File: config.mk
export PLATFORM = sky130hd
export DESIGN_NAME = am_window_dec
export DESIGN_NICKNAME = d
export VERILOG_FILES = /design/src/rtl/amw_pkg.sv /design/src/rtl/amw_am_decode.sv /design/src/rtl/amw_window_cmp.sv /design/src/rtl/amw_burst_trk.sv /design/src/rtl/am_window_dec.sv
export SDC_FILE = /design/constraint.sdc
export NUM_CORES = 1
export LEC_CHECK = 0
export ABC_AREA = 1
export ABC_CLOCK_PERIOD_IN_PS = 5000
export BUFFER_PORTS_ARGS = -buffer_cell sky130_fd_sc_hd__buf_2
export CAP_MARGIN = 20
export CORE_UTILIZATION = 42
export CTS_CLUSTER_DIAMETER = 40
export DETAILED_ROUTE_END_ITERATION = 8
export PLACE_DENSITY = 0.67
export SKIP_CTS_REPAIR_TIMING = 1
export SYNTH_ARGS = -nofsm -noshare
export SYNTH_HDL_FRONTEND = slang
export SYNTH_SLANG_ARGS = --single-unit
File: constraint.sdc
create_clock -name clk -period 5 [get_ports clk]
set_clock_uncertainty 0.05 [all_clocks]
set_input_delay 0.25 -clock clk [delete_from_list [all_inputs] [get_ports clk]]
set_output_delay 0.25 -clock clk [all_outputs]
set_load 0.01 [all_outputs]
File: src/rtl/amw_pkg.sv
package amw_pkg;
  typedef enum logic [1:0] {
    CLS_NONE   = 2'd0,
    CLS_SINGLE = 2'd1,
    CLS_BLOCK  = 2'd2,
    CLS_MBLK   = 2'd3
  } cyc_cls_e;
endpackage

File: src/rtl/amw_am_decode.sv
module amw_am_decode
  import amw_pkg::*;
(
  input  logic [5:0] am,
  output logic       valid,
  output cyc_cls_e   cls,
  output logic       a32
);
  logic grp24, grp32;

  always_comb begin
    grp24 = (am[5:3] == 3'b111);
    grp32 = (am[5:3] == 3'b001);
    valid = grp24 | grp32;
    a32   = grp32;
    cls   = CLS_NONE;
    if (valid) begin
      case (am[2:0])
        3'd0, 3'd4: cls = CLS_MBLK;
        3'd3, 3'd7: cls = CLS_BLOCK;
        default:    cls = CLS_SINGLE;
      endcase
    end
  end
endmodule

File: src/rtl/amw_window_cmp.sv
module amw_window_cmp #(
  parameter int AW       = 32,
  parameter int PAGE_LSB = 20,
  parameter int NARROW   = 24
) (
  input  logic [AW-1:0]          addr,
  input  logic                   a32,
  input  logic [AW-PAGE_LSB-1:0] lo_lim,
  input  logic [AW-PAGE_LSB-1:0] hi_lim,
  output logic                   hit,
  output logic [AW-1:0]          eff_addr
);
  localparam int PW = AW - PAGE_LSB;
  logic [PW-1:0] page;

  always_comb begin
    eff_addr = addr;
    if (!a32) eff_addr[AW-1:NARROW] = '0;
    page = eff_addr[AW-1:PAGE_LSB];
    hit  = (page >= lo_lim) && (page < hi_lim);
  end
endmodule

File: src/rtl/amw_burst_trk.sv
module amw_burst_trk #(
  parameter int AW         = 32,
  parameter int BLT_BYTES  = 256,
  parameter int MBLT_BYTES = 2048,
  parameter int NARROW_BEAT = 4,
  parameter int WIDE_BEAT   = 8
) (
  input  logic          clk,
  input  logic          rst_n,
  input  logic          start,
  input  logic          start_blk,
  input  logic          start_wide,
  input  logic [AW-1:0] start_addr,
  input  logic          abort,
  input  logic          beat,
  output logic [AW-1:0] cur_addr,
  output logic          err
);
  localparam int MAXB = (MBLT_BYTES > BLT_BYTES) ? MBLT_BYTES : BLT_BYTES;
  localparam int CW   = $clog2(MAXB + WIDE_BEAT) + 1;

  logic          act_q, act_d;
  logic          wide_q, wide_d;
  logic          err_q, err_d;
  logic [CW-1:0] cnt_q, cnt_d;
  logic [AW-1:0] base_q, base_d;
  logic [CW-1:0] step, limit, cnt_nxt;

  always_comb begin
    step    = wide_q ? CW'(WIDE_BEAT) : CW'(NARROW_BEAT);
    limit   = wide_q ? CW'(MBLT_BYTES) : CW'(BLT_BYTES);
    cnt_nxt = cnt_q + step;
    act_d   = act_q;
    wide_d  = wide_q;
    err_d   = err_q;
    cnt_d   = cnt_q;
    base_d  = base_q;
    if (start) begin
      act_d  = start_blk;
      wide_d = start_wide;
      err_d  = 1'b0;
      cnt_d  = '0;
      base_d = start_addr;
    end else if (abort) begin
      act_d = 1'b0;
    end else if (beat && act_q) begin
      if (cnt_nxt <= limit) cnt_d = cnt_nxt;
      else                  err_d = 1'b1;
    end
  end

  always_ff @(posedge clk or negedge rst_n) begin
    if (!rst_n) begin
      act_q  <= 1'b0;
      wide_q <= 1'b0;
      err_q  <= 1'b0;
      cnt_q  <= '0;
      base_q <= '0;
    end else begin
      act_q  <= act_d;
      wide_q <= wide_d;
      err_q  <= err_d;
      cnt_q  <= cnt_d;
      base_q <= base_d;
    end
  end

  assign cur_addr = base_q + AW'(cnt_q);
  assign err      = err_q;


  cnt_within_chk: assert property (@(posedge clk) disable iff (!rst_n)
    cnt_q <= limit);

  err_sticky_chk: assert property (@(posedge clk) disable iff (!rst_n)
    (err_q && !start) |=> err_q);

  idle_beat_chk: assert property (@(posedge clk) disable iff (!rst_n)
    (!act_q && !start) |=> $stable(cnt_q));
endmodule

File: src/rtl/am_window_dec.sv
module am_window_dec
  import amw_pkg::*;
#(
  parameter int AW         = 32,
  parameter int PAGE_LSB   = 20,
  parameter int NARROW     = 24,
  parameter int BLT_BYTES  = 256,
  parameter int MBLT_BYTES = 2048
) (
  input  logic                   clk,
  input  logic                   rst_n,
  input  logic                   cyc_start,
  input  logic [5:0]             am,
  input  logic [AW-1:0]          addr,
  input  logic [AW-PAGE_LSB-1:0] lo_lim,
  input  logic [AW-PAGE_LSB-1:0] hi_lim,
  input  logic                   port_dis,
  input  logic                   beat,
  output logic                   sel,
  output logic [1:0]             cls,
  output logic                   a32,
  output logic [AW-1:0]          cur_addr,
  output logic                   burst_err
);
  logic          am_ok, am_a32, win_hit, claim;
  cyc_cls_e      am_cls;
  logic [AW-1:0] eff_addr;
  logic          sel_q, sel_d, a32_q, a32_d;
  cyc_cls_e      cls_q, cls_d;

  amw_am_decode u_dec (
    .am    (am),
    .valid (am_ok),
    .cls   (am_cls),
    .a32   (am_a32)
  );

  amw_window_cmp #(.AW(AW), .PAGE_LSB(PAGE_LSB), .NARROW(NARROW)) u_win (
    .addr     (addr),
    .a32      (am_a32),
    .lo_lim   (lo_lim),
    .hi_lim   (hi_lim),
    .hit      (win_hit),
    .eff_addr (eff_addr)
  );

  assign claim = am_ok && win_hit && !port_dis;

  always_comb begin
    sel_d = sel_q;
    cls_d = cls_q;
    a32_d = a32_q;
    if (cyc_start) begin
      sel_d = claim;
      cls_d = am_cls;
      a32_d = am_a32;
    end else if (port_dis) begin
      sel_d = 1'b0;
    end
  end

  always_ff @(posedge clk or negedge rst_n) begin
    if (!rst_n) begin
      sel_q <= 1'b0;
      cls_q <= CLS_NONE;
      a32_q <= 1'b0;
    end else begin
      sel_q <= sel_d;
      cls_q <= cls_d;
      a32_q <= a32_d;
    end
  end

  amw_burst_trk #(.AW(AW), .BLT_BYTES(BLT_BYTES), .MBLT_BYTES(MBLT_BYTES)) u_trk (
    .clk        (clk),
    .rst_n      (rst_n),
    .start      (cyc_start),
    .start_blk  (claim && (am_cls == CLS_BLOCK || am_cls == CLS_MBLK)),
    .start_wide (am_cls == CLS_MBLK),
    .start_addr (eff_addr),
    .abort      (port_dis),
    .beat       (beat),
    .cur_addr   (cur_addr),
    .err        (burst_err)
  );

  assign sel = sel_q;
  assign cls = cls_q;
  assign a32 = a32_q;


  dis_blocks_sel_chk: assert property (@(posedge clk) disable iff (!rst_n)
    port_dis |=> !sel);

  sel_needs_class_chk: assert property (@(posedge clk) disable iff (!rst_n)
    sel |-> (cls != CLS_NONE));

  hold_between_chk: assert property (@(posedge clk) disable iff (!rst_n)
    !cyc_start |=> ($stable(cls) && $stable(a32)));

  narrow_top_chk: assert property (@(posedge clk) disable iff (!rst_n)
    (sel && !a32) |-> (cur_addr[AW-1:NARROW] == '0));
endmodule

* Word-level counts from Yosys, hierarchy flattened
Index checks and enable logic that the tools add are counted.
** Storage, ports and cells
- Register bits after elaboration :: 52
- Bits of input ports :: 67
- Output and inout bits :: 37
- Logic and storage cells :: 54
** Cells by class
- Add/sub/neg operators :: 2
- Order comparisons :: 3
- Equal/unequal tests :: 9
- Muxes and demuxes :: 16
- Bitwise operators :: 1
- Reductions and logical operators :: 15
** Operators by type and width (count)
- $mux W13 :: 4
- $add A32 B13 Y32 :: 1
- $add A13 B13 Y13 :: 1
- $le A13 B13 Y1 :: 1
- $ge A12 B12 Y1 :: 1
- $lt A12 B12 Y1 :: 1
- $mux W12 :: 1
- $eq A3 B3 Y1 const B :: 3
- $mux W8 :: 1
- $mux W1 :: 7
- $reduce_and A3 Y1 :: 2
- $reduce_bool A2 Y1 :: 3
- $logic_and A1 B1 Y1 :: 5
- $eq A2 B2 Y1 const B :: 2
- $mux W4 :: 1
- $ne A2 B2 Y1 const B :: 2
- $pmux W2 S2 :: 1
- $reduce_or A2 Y1 :: 2
- $eq A3 B1 Y1 const B :: 1
- $eq A3 B2 Y1 const B :: 1
- $logic_not A3 Y1 :: 1
- $mux W2 :: 1
- $logic_not A1 Y1 :: 1
- $logic_or A1 B1 Y1 :: 1
- $or A1 B1 Y1 :: 1

* Longest topological paths before layout
Gate-level depths: netlist of the first run.
- Depth in word-level cells :: 8
- Depth in mapped cells :: 20
- Mapped depth without buffers :: 20

* Hierarchy
From an unflattened synthesis of the first run, not the netlist that was laid out.
** Unflattened totals
- Cells, all modules :: 659
- Area, all modules :: 4415.5 um^2
** By module, submodules not included
- amw_burst_trk :: times used 1, cells each 475, area each 3269.4 um^2, sequential area each 1151.1 um^2
- amw_window_cmp :: times used 1, cells each 152, area each 908.4 um^2, sequential area each 0.0 um^2
- am_window_dec :: times used 1, cells each 23, area each 180.2 um^2, sequential area each 100.1 um^2
- amw_am_decode :: times used 1, cells each 9, area each 57.6 um^2, sequential area each 0.0 um^2

* Worst setup path after synthesis of the first run
Ideal clock, no wire load.
- Path type :: reg2reg
- Start point :: reg u_trk.wide_q
- End point :: reg u_trk.cnt_q[2]
- Setup time :: 118 ps
- Arrival :: 2686 ps
- Required time :: 4832 ps
- Setup slack :: 2146 ps
- Cell stages (with the launch flop) :: 21
- Path buffers :: 1
- Clock period less this slack :: 2854 ps
- Cells stage by stage :: dfrtp_1 > inv_1 > ha_1 > inv_1 > fa_1 > inv_1 > nand3_2 > nor2_4 > xor2_1 > inv_1 > ha_1 > nand2_1 > nor2_1 > nand2_1 > nor2_1 > nand3_1 > nand2_1 > nand4_2 > buf_6 > nand3_1 > nand2_1
** Between the ends
- Longest elaborated chain between the ends :: 6
** Ends and longest elaborated chain
- from (decl) :: line amw_burst_trk.sv:23 : logic wide_q, wide_d;
- from (signal assigned) :: line amw_burst_trk.sv:61 : wide_q <= wide_d;
- branches (longest 6 deep; another with $add A13 B13 Y13)
- to (signal assigned) :: line amw_burst_trk.sv:63 : cnt_q <= cnt_d;
- to (decl) :: line amw_burst_trk.sv:25 : logic [CW-1:0] cnt_q, cnt_d;
Several ways; the timed one is not identified. The select of a mux whose other input is x is not followed.
A chain may end at the register's enable or synchronous reset.

* Worst setup path in the final report of the first run
- Start point :: reg u_trk.wide_q
- End point :: reg u_trk.cnt_q[5]
The elaborated chain is that of the path after synthesis.

==> results of run 1 <==
-- worst max-delay path: cells and delay by family (launching register included) --
family	cells	cell delay [ns]
and+or+nand+nor	12	1.36
adders and majority gates	3	0.87
xor gates and xnor gates	1	0.22
DFF	1	0.39
buffers and inverters	4	0.41
-- per-stage QoR --
step	setup slack [ns]	cell area, µm²	util	hold WS, ns	power [mW]
global placement	1.735	4614	0.4994	0.3531	0.6471
CTS	1.604	4721	0.5109	0.02555	0.9382
detailed placement	1.635	4614	0.4994	0.3586	0.6535
global route	1.241	4721	0.5109	0.06387	0.9811
finish	1.622	4721	0.5109	-0.001266	0.9274
floorplan	2.146	3995	-	-0.09559	0.5670
-- per-layer routing --
layer	vias up	track usage	part of all wire
li1	2057	-	-
met4	0	0.07353	0.020
met5	-	0	0
met2	106	0.3782	0.48
met3	16	0.02952	0.040
met1	1777	0.2452	0.46
-- cell usage after synthesis (2+ instances only) --
| library cell | count | share of area |
|---|---|---|
| nand2_1 | 176 | 0.17 |
| inv_1 | 80 | 0.075 |
| nor2_1 | 52 | 0.049 |
| dfrtp_1 | 50 | 0.31 |
| nand3_1 | 39 | 0.049 |
| ha_1 | 36 | 0.11 |
| a21oi_1 | 26 | 0.033 |
| o21ai_0 | 26 | 0.033 |
| xor2_1 | 19 | 0.042 |
| nand4_1 | 15 | 0.023 |
| clkbuf_1 | 11 | 0.010 |
| nor3_1 | 11 | 0.014 |
| nand2_2 | 5 | 0.0078 |
| xnor2_1 | 4 | 0.0088 |
| a21o_1 | 2 | 0.0038 |
| buf_4 | 2 | 0.0038 |
| inv_2 | 2 | 0.0019 |
| nor2_2 | 2 | 0.0031 |
| nor2_4 | 2 | 0.0056 |
| nor3_2 | 2 | 0.0050 |
| nor4_1 | 2 | 0.0031 |
-- power breakdown --
part | switching (mW) | internal, mW
sequential | 0.0204 | 0.426
clock | 0.133 | 0.150
combinational | 0.120 | 0.0781
total | 0.273 | 0.654
-- cell usage in the layout, fill, tap and decap left out, types with 2 or more instances in the layout --
cell type and instances:
a21oi_1 26, nand3_1 39, nor4_1 2, buf_4 2, nor3_1 11, clkbuf_1 2
nor2_2 2, nand2_2 5, dfrtp_1 50, xnor2_1 4, nand2_1 176, nand4_1 15
inv_2 2, o21ai_0 26, nor2_4 2, inv_1 80, nor3_2 2, clkbuf_8 5
buf_2 102, nor2_1 52, a21o_1 2, ha_1 36, xor2_1 19
-- kinds of logic (layout without fill, tap and decap cells) --
| kind of cell | after synthesis | count (layout) | synth area share |
|---|---|---|---|
| xor+xnor | 23 | 23 | 0.05042 |
| simple gates | 311 | 311 | 0.3357 |
| buf+inv | 97 | 195 | 0.09489 |
| fa+ha+maj | 37 | 37 | 0.1178 |
| compound gates | 63 | 63 | 0.08801 |
| flops | 50 | 50 | 0.3132 |
-- flip-flops by register name, summed over array words and instances, names as in the netlist --
name          count
u_trk.base_q     32
u_trk.cnt_q      11
cls               2
a32               1
sel               1
u_trk.act_q       1
u_trk.err         1
u_trk.wide_q      1
-- worst max-delay path by stage --
stage | from | endpoint | slack (ns) | cells after the start
2_1_floorplan | u_trk.wide_q | u_trk.cnt_q[2] | 2.15 | 20
3_3_place_gp | u_trk.wide_q | u_trk.cnt_q[3] | 1.74 | 20
3_5_place_dp | u_trk.wide_q | u_trk.cnt_q[5] | 1.63 | 20
4_1_cts | u_trk.wide_q | u_trk.cnt_q[5] | 1.60 | 20
5_1_grt | u_trk.wide_q | u_trk.cnt_q[5] | 1.24 | 20
6_report | u_trk.wide_q | u_trk.cnt_q[5] | 1.62 | 20
-- layout make-up --
type / instances / area (µm²)
flip-flops and latches: 50 / 1251
clock inverters: 1 / 30.03
clock buffers: 7 / 76.32
multi-input cells: 434 / 2365
repair buffers: 104 / 525.5
well taps: 129 / 161.4
inverters: 83 / 311.5
fillers: 952 / 4519
==> results.md, run 1 <==
- Status: complete, but fails checks
- Failing checks: negative hold slack
- VDD IR max: between 100 and 150 µV
- Slowest stage delay, CP: 0.39 ns
- Ant. Diodes: 0
- Sequential area share after synthesis: 0.3132
- Critical Path Source Type: flop
- Yosys cell types: 38
- R2R Setup Slk: 1.62 ns
- RSZ-0062 raised after global routing: false
- Post-Route WL: 9764 µm
- CP cell instances: inv_1 -> ha_1 -> inv_1 -> fa_1 -> inv_1 -> nand3_2 -> nor2_4 -> xor2_1 -> inv_1 -> ha_1 -> nand2_1 -> nor2_1 -> nand2_1 -> nor2_1 -> nand3_1 -> nand2_1 -> nand4_2 -> nand2_2 -> nand2_1 -> nand2_1
- Fin crit period: ~3.4 ns
- CTS max path bufs: 2
- Layout cells sized above 1: 0.1885
- Syn. warnings: 0
- First-pass GRT wire length: 16,680 µm
- PwrDens: 196.5 nW/µm²
- R2R cell count: 20
- DR pass1 iterations: 5
- Ys flop type: dfrtp_1
- Max cap viols: 0
- Crit path max fanout: 11
- Slew headroom: 0.3990
- Nets@finish: 782
- Fin Setup TNS: 0 ns
- EDFF count, synth: 0
- WL/cell: 12.08 µm
- # rows: 35
- R2r startpoint: u_trk.wide_q
- Die Area: 9906 µm²
- DR iter-0 viols: 122
- Ys async rst share: 1.000
- CTS tree: yes
- Io pins: 104
- Hold Vio Cnt, Final: 2
- Hpwl dp: just under 8000 µm
- Worst hold margin: -0.001266 ns
- Crit path DAT: 3.57 ns
- Core area: a little over 9000 µm²
- Initial antenna violation count: 0
- Syn nets: between 600 and 700
- Fin crit share: 0.6757
- Layout area overhead: 18.16%
- Die Y: 99.53 µm
- Mapped Cells: 581
- Highest Clock Rate: 296.0 MHz
- Initial core utilization: 0.4324
- Routed Antenna Nets: 0
- Clock buffer count from CTS: 5
- Worst-path clk slew: approximately 0.090 ns
- Synth Register Bits: 50
- Clock latency on the worst-skew pair: 0.30 ns
- Crit end category: flop
- Via count: 3,956
- Largest net degree at the start of global routing: 54
- Num Clock Sinks: 50
- GR Util All Layers: 0.2065
- Mapped cell area: 3995 µm²
- Hold/Removal Path Class: primary input to asynchronous set/reset pin
- Cells after DPL: 800
- Final setup viols: 0
- Count of pins over their slew limit: 0
- Syn avg cell area: roughly 7 µm²
- Worst Tran Pin Value: roughly 0.9 ns
- R2R Path End: u_trk.cnt_q[5]
- GR Overflow Total: 0
- Gpl congestion: 0.8983
- CP most frequent cell: nand2_1
- DRC: 0
- Port bufs: 102
- Root buffer cell: clkbuf_8
- H-tree depth: 2
- Vias in the first global route: approximately 4,000
- CP max-delay cell: dfrtp_1
- Crit Path Category: flop to flop
- Final std cells w/o fill: 808
- WP data required: 5.20 ns
- Drt via density: approximately 4.9
- Leakage power: 2.690 nW
- Die width: 99.53 µm
No activity file was read; power rests on OpenSTA's default activity.
==> run 2, diff against run 1 <==
ABC_CLOCK_PERIOD_IN_PS = 3500   (was 5000)
clock period = 3.5 ns   (was 5 ns; I/O delays follow)
==> run 2 against run 1 <==
  * The flow now finishes without violations
  * Global-route usage up 0.62 points
  * Maximum frequency increased by 6.3%
  * Register-to-register slack got worse by 1.3 ns
  * Critical path depth did not move
  * Wire length rose by 3.6%
  * Flip-flop and latch count stayed put
  * Combinational power grew 44%
  * Via count increased by 1.8%
  * Final cell count is 0.37% higher
  * Sequential power up 43%
  * Clock-buffer cell count down 1
==> results.md, run 2 (synthesized netlist as in run 1, its figures left out) <==
- Delay-heaviest family, CP: simple AND/OR/NAND/NOR gates (unchanged)
- Io pins: 104 (unchanged)
- GR Overflow Total: 0 (unchanged)
- Slew headroom: 0.5506 (was 0.3990)
- Die Area: 9906 µm² (unchanged)
- GR Util All Layers: 0.2127 (was 0.2065)
- Post-Route WL: 10,120 µm (was 9764 µm)
- Hold/Removal Path Class: primary input to flop (was primary input to asynchronous set/reset pin)
- Status: completed (was complete, but fails checks)
- Drt via density: 4.967 (was 4.896)
- Switching Fraction: 0.3132 (was 0.2947)
- Fin util: 0.5147 (was 0.5109)
- Top reg by flops: u_trk.base_q (unchanged)
- Nets@finish: 785 (was 782)
- Final setup viols: 0 (unchanged)
- Cells after DPL: 801 (was 800)
- Clock latency on the worst-skew pair: 0.31 ns (was 0.30 ns)
- Fin crit share: 0.9082 (was 0.6757)
- Fin crit period: 3.179 ns (was 3.378 ns)
- Routed Antenna Nets: 0 (unchanged)
- Via count: 4,028 (was 3,956)
- CP max-delay cell: dfrtp_1 (unchanged)
- Num Clock Sinks: 50 (unchanged)
- R2R Path End: u_trk.cnt_q[3] (was u_trk.cnt_q[5])
- Die Y: 99.53 µm (unchanged)
- Worst-path clk slew: 0.10 ns (was 0.09 ns)
- Initial antenna violation count: 0 (unchanged)
- Hold Vio Cnt, Final: 0 (was 2)
- Critical Path Source Type: flop (unchanged)
- Worst hold margin: 0.01441 ns (was -0.001266 ns)
- Port bufs: 102 (unchanged)
- Sequential cell fraction of total power: 0.497 (was 0.481)
- CP cell instances: inv_2 -> ha_1 -> inv_1 -> fa_1 -> inv_1 -> nand3_2 -> nor2_4 -> xor2_1 -> inv_1 -> ha_1 -> nand2_1 -> nor2_1 -> nand2_1 -> nor2_1 -> nand3_1 -> nand2_2 -> nand4_4 -> nand2_4 -> nand2_1 -> nand2_1 (was inv_1 -> ha_1 -> inv_1 -> fa_1 -> inv_1 -> nand3_2 -> nor2_4 -> xor2_1 -> inv_1 -> ha_1 -> nand2_1 -> nor2_1 -> nand2_1 -> nor2_1 -> nand3_1 -> nand2_1 -> nand4_2 -> nand2_2 -> nand2_1 -> nand2_1)
- R2R cell count: 20 (unchanged)
- Most frequent cells in the layout: nand2_1, buf_2, inv_1 (unchanged)
- Combinational share of power: 0.223 (was 0.213)
- Core area: 9240 µm² (unchanged)
- Filler cells: 945 (was 952)
- Crit path to: u_trk.cnt_q[3] (was u_trk.cnt_q[5])
- DR pass1 iterations: 5 (unchanged)
- Leakage power: 2.697 nW (was 2.690 nW)
- Max cap viols: 0 (unchanged)
- Hpwl dp: 7952 µm (was 7794 µm)
- Root buffer cell: clkbuf_8 (unchanged)
- Max FFs per register: 32 (unchanged)
- WP buf/inv: 4 (unchanged)
- CTS tree: yes (unchanged)
- Layout area overhead: 19.04% (was 18.16%)
- Internal Power: 0.8813 mW (was 0.6542 mW)
- Final std cells w/o fill: 811 (was 808)
- Cell area after layout: 4756 µm² (was 4721 µm²)
- H-tree depth: 2 (unchanged)
- Fin Setup TNS: 0 ns (unchanged)
- Vias in the first global route: 3,958 (was 3,906)
- Slowest stage delay, CP: 0.41 ns (was 0.39 ns)
- CP most frequent cell: nand2_1 (unchanged)
- Worst Tran Pin Value: 0.6717 ns (was 0.9014 ns)
- WL/cell: 12.48 µm (was 12.08 µm)
- Largest net degree at the start of global routing: 54 (unchanged)
- Layout cells sized above 1: 0.1979 (was 0.1885)
- Initial core utilization: 0.4324 (unchanged)
- Die width: 99.53 µm (unchanged)
- DR iter-0 viols: 257 (was 122)
- Crit path DAT: 3.38 ns (was 3.57 ns)
- Crit end category: flop (unchanged)
- Critical path depth in cells: 20 (unchanged)
- PwrDens: 269.8 nW/µm² (was 196.5 nW/µm²)
- Clock buffer count from CTS: 5 (unchanged)
- Ant. Diodes: 0 (unchanged)
- Switch Pwr: 0.4019 mW (was 0.2733 mW)
- VDD IR max: 138.1 µV (was 100.6 µV)
- Gpl congestion: 0.8805 (was 0.8983)
- Count of pins over their slew limit: 0 (unchanged)
- WP data required: 3.70 ns (was 5.20 ns)
- Crit. Startpoint: u_trk.wide_q (unchanged)
- DRC: 0 (unchanged)
- Crit path max fanout: 6 (was 11)
- R2R Setup Slk: 0.32 ns (was 1.62 ns)
- First-pass GRT wire length: 17,240 µm (was 16,680 µm)
- Highest Clock Rate: 314.6 MHz (was 296.0 MHz)
- CTS max path bufs: 2 (unchanged)
- Crit Path Category: flop to flop (unchanged)
- Clock power frac: 0.280 (was 0.305)
- R2r startpoint: u_trk.wide_q (unchanged)
- Commonest non-fill, non-tap cell in the layout: nand2_1 (unchanged)
- RSZ-0062 raised after global routing: false (unchanged)
- # rows: 35 (unchanged)
- Placed cell area: 4622 µm² (was 4614 µm²)
run 2: worst min-delay path: stages:
cell and delay, ns:
buf_2 0.07, nand2_1 0.04, nand2_1 0.05
run 2: layer usage:
metal | up-vias | share of wire | global-route usage
li1 | 2065 | - | -
met1 | 1831 | 0.47 | 0.2643
met2 | 118 | 0.47 | 0.3793
met3 | 14 | 0.042 | 0.01897
met4 | 0 | 0.018 | 0.08597
met5 | - | 0 | 0
run 2: power groups by stage:
stage | Sequential (mW) | Combinational (mW) | Clock, mW
finish | 0.638 | 0.286 | 0.359
global route | 0.643 | 0.329 | 0.383
CTS | 0.638 | 0.287 | 0.369
detailed placement | 0.649 | 0.285 | 0
global placement | 0.648 | 0.277 | 0
floorplan | 0.642 | 0.168 | 0
run 2: worst min path at each step:
| stage | from | slack, ns | cells past startpoint | endpoint |
|---|---|---|---|---|
| after floorplan | rst_n | -0.17 | 0 | a32 |
| after global placement | rst_n | 0.17 | 1 | u_trk.base_q[16] |
| after detailed placement | rst_n | 0.18 | 1 | u_trk.base_q[16] |
| after CTS | rst_n | -0.16 | 1 | u_trk.base_q[16] |
| after global routing | addr[7] | 0.03 | 3 | u_trk.base_q[7] |
| final | addr[11] | 0.01 | 3 | u_trk.base_q[11] |
run 2: metrics by stage:
step           power (mW)  worst slack, ns
2_1_floorplan      0.8101           0.6462
3_5_place_dp       0.9344           0.1126
6_report            1.283           0.3213
3_3_place_gp       0.9255           0.2986
5_1_grt             1.354          0.02201
4_1_cts             1.294          0.07113
run 2: area by class of cell:
cell class,count,area [µm²],share of cell area
repair buffers,106,543.0,0.1142
multi-input cells,435,2394,0.5033
well taps,129,161.4,0.03394
clock inverters,2,12.51,0.002631
inverters,83,311.5,0.06551
flip-flops and latches,50,1251,0.2631
clock buffers,6,82.58,0.01736
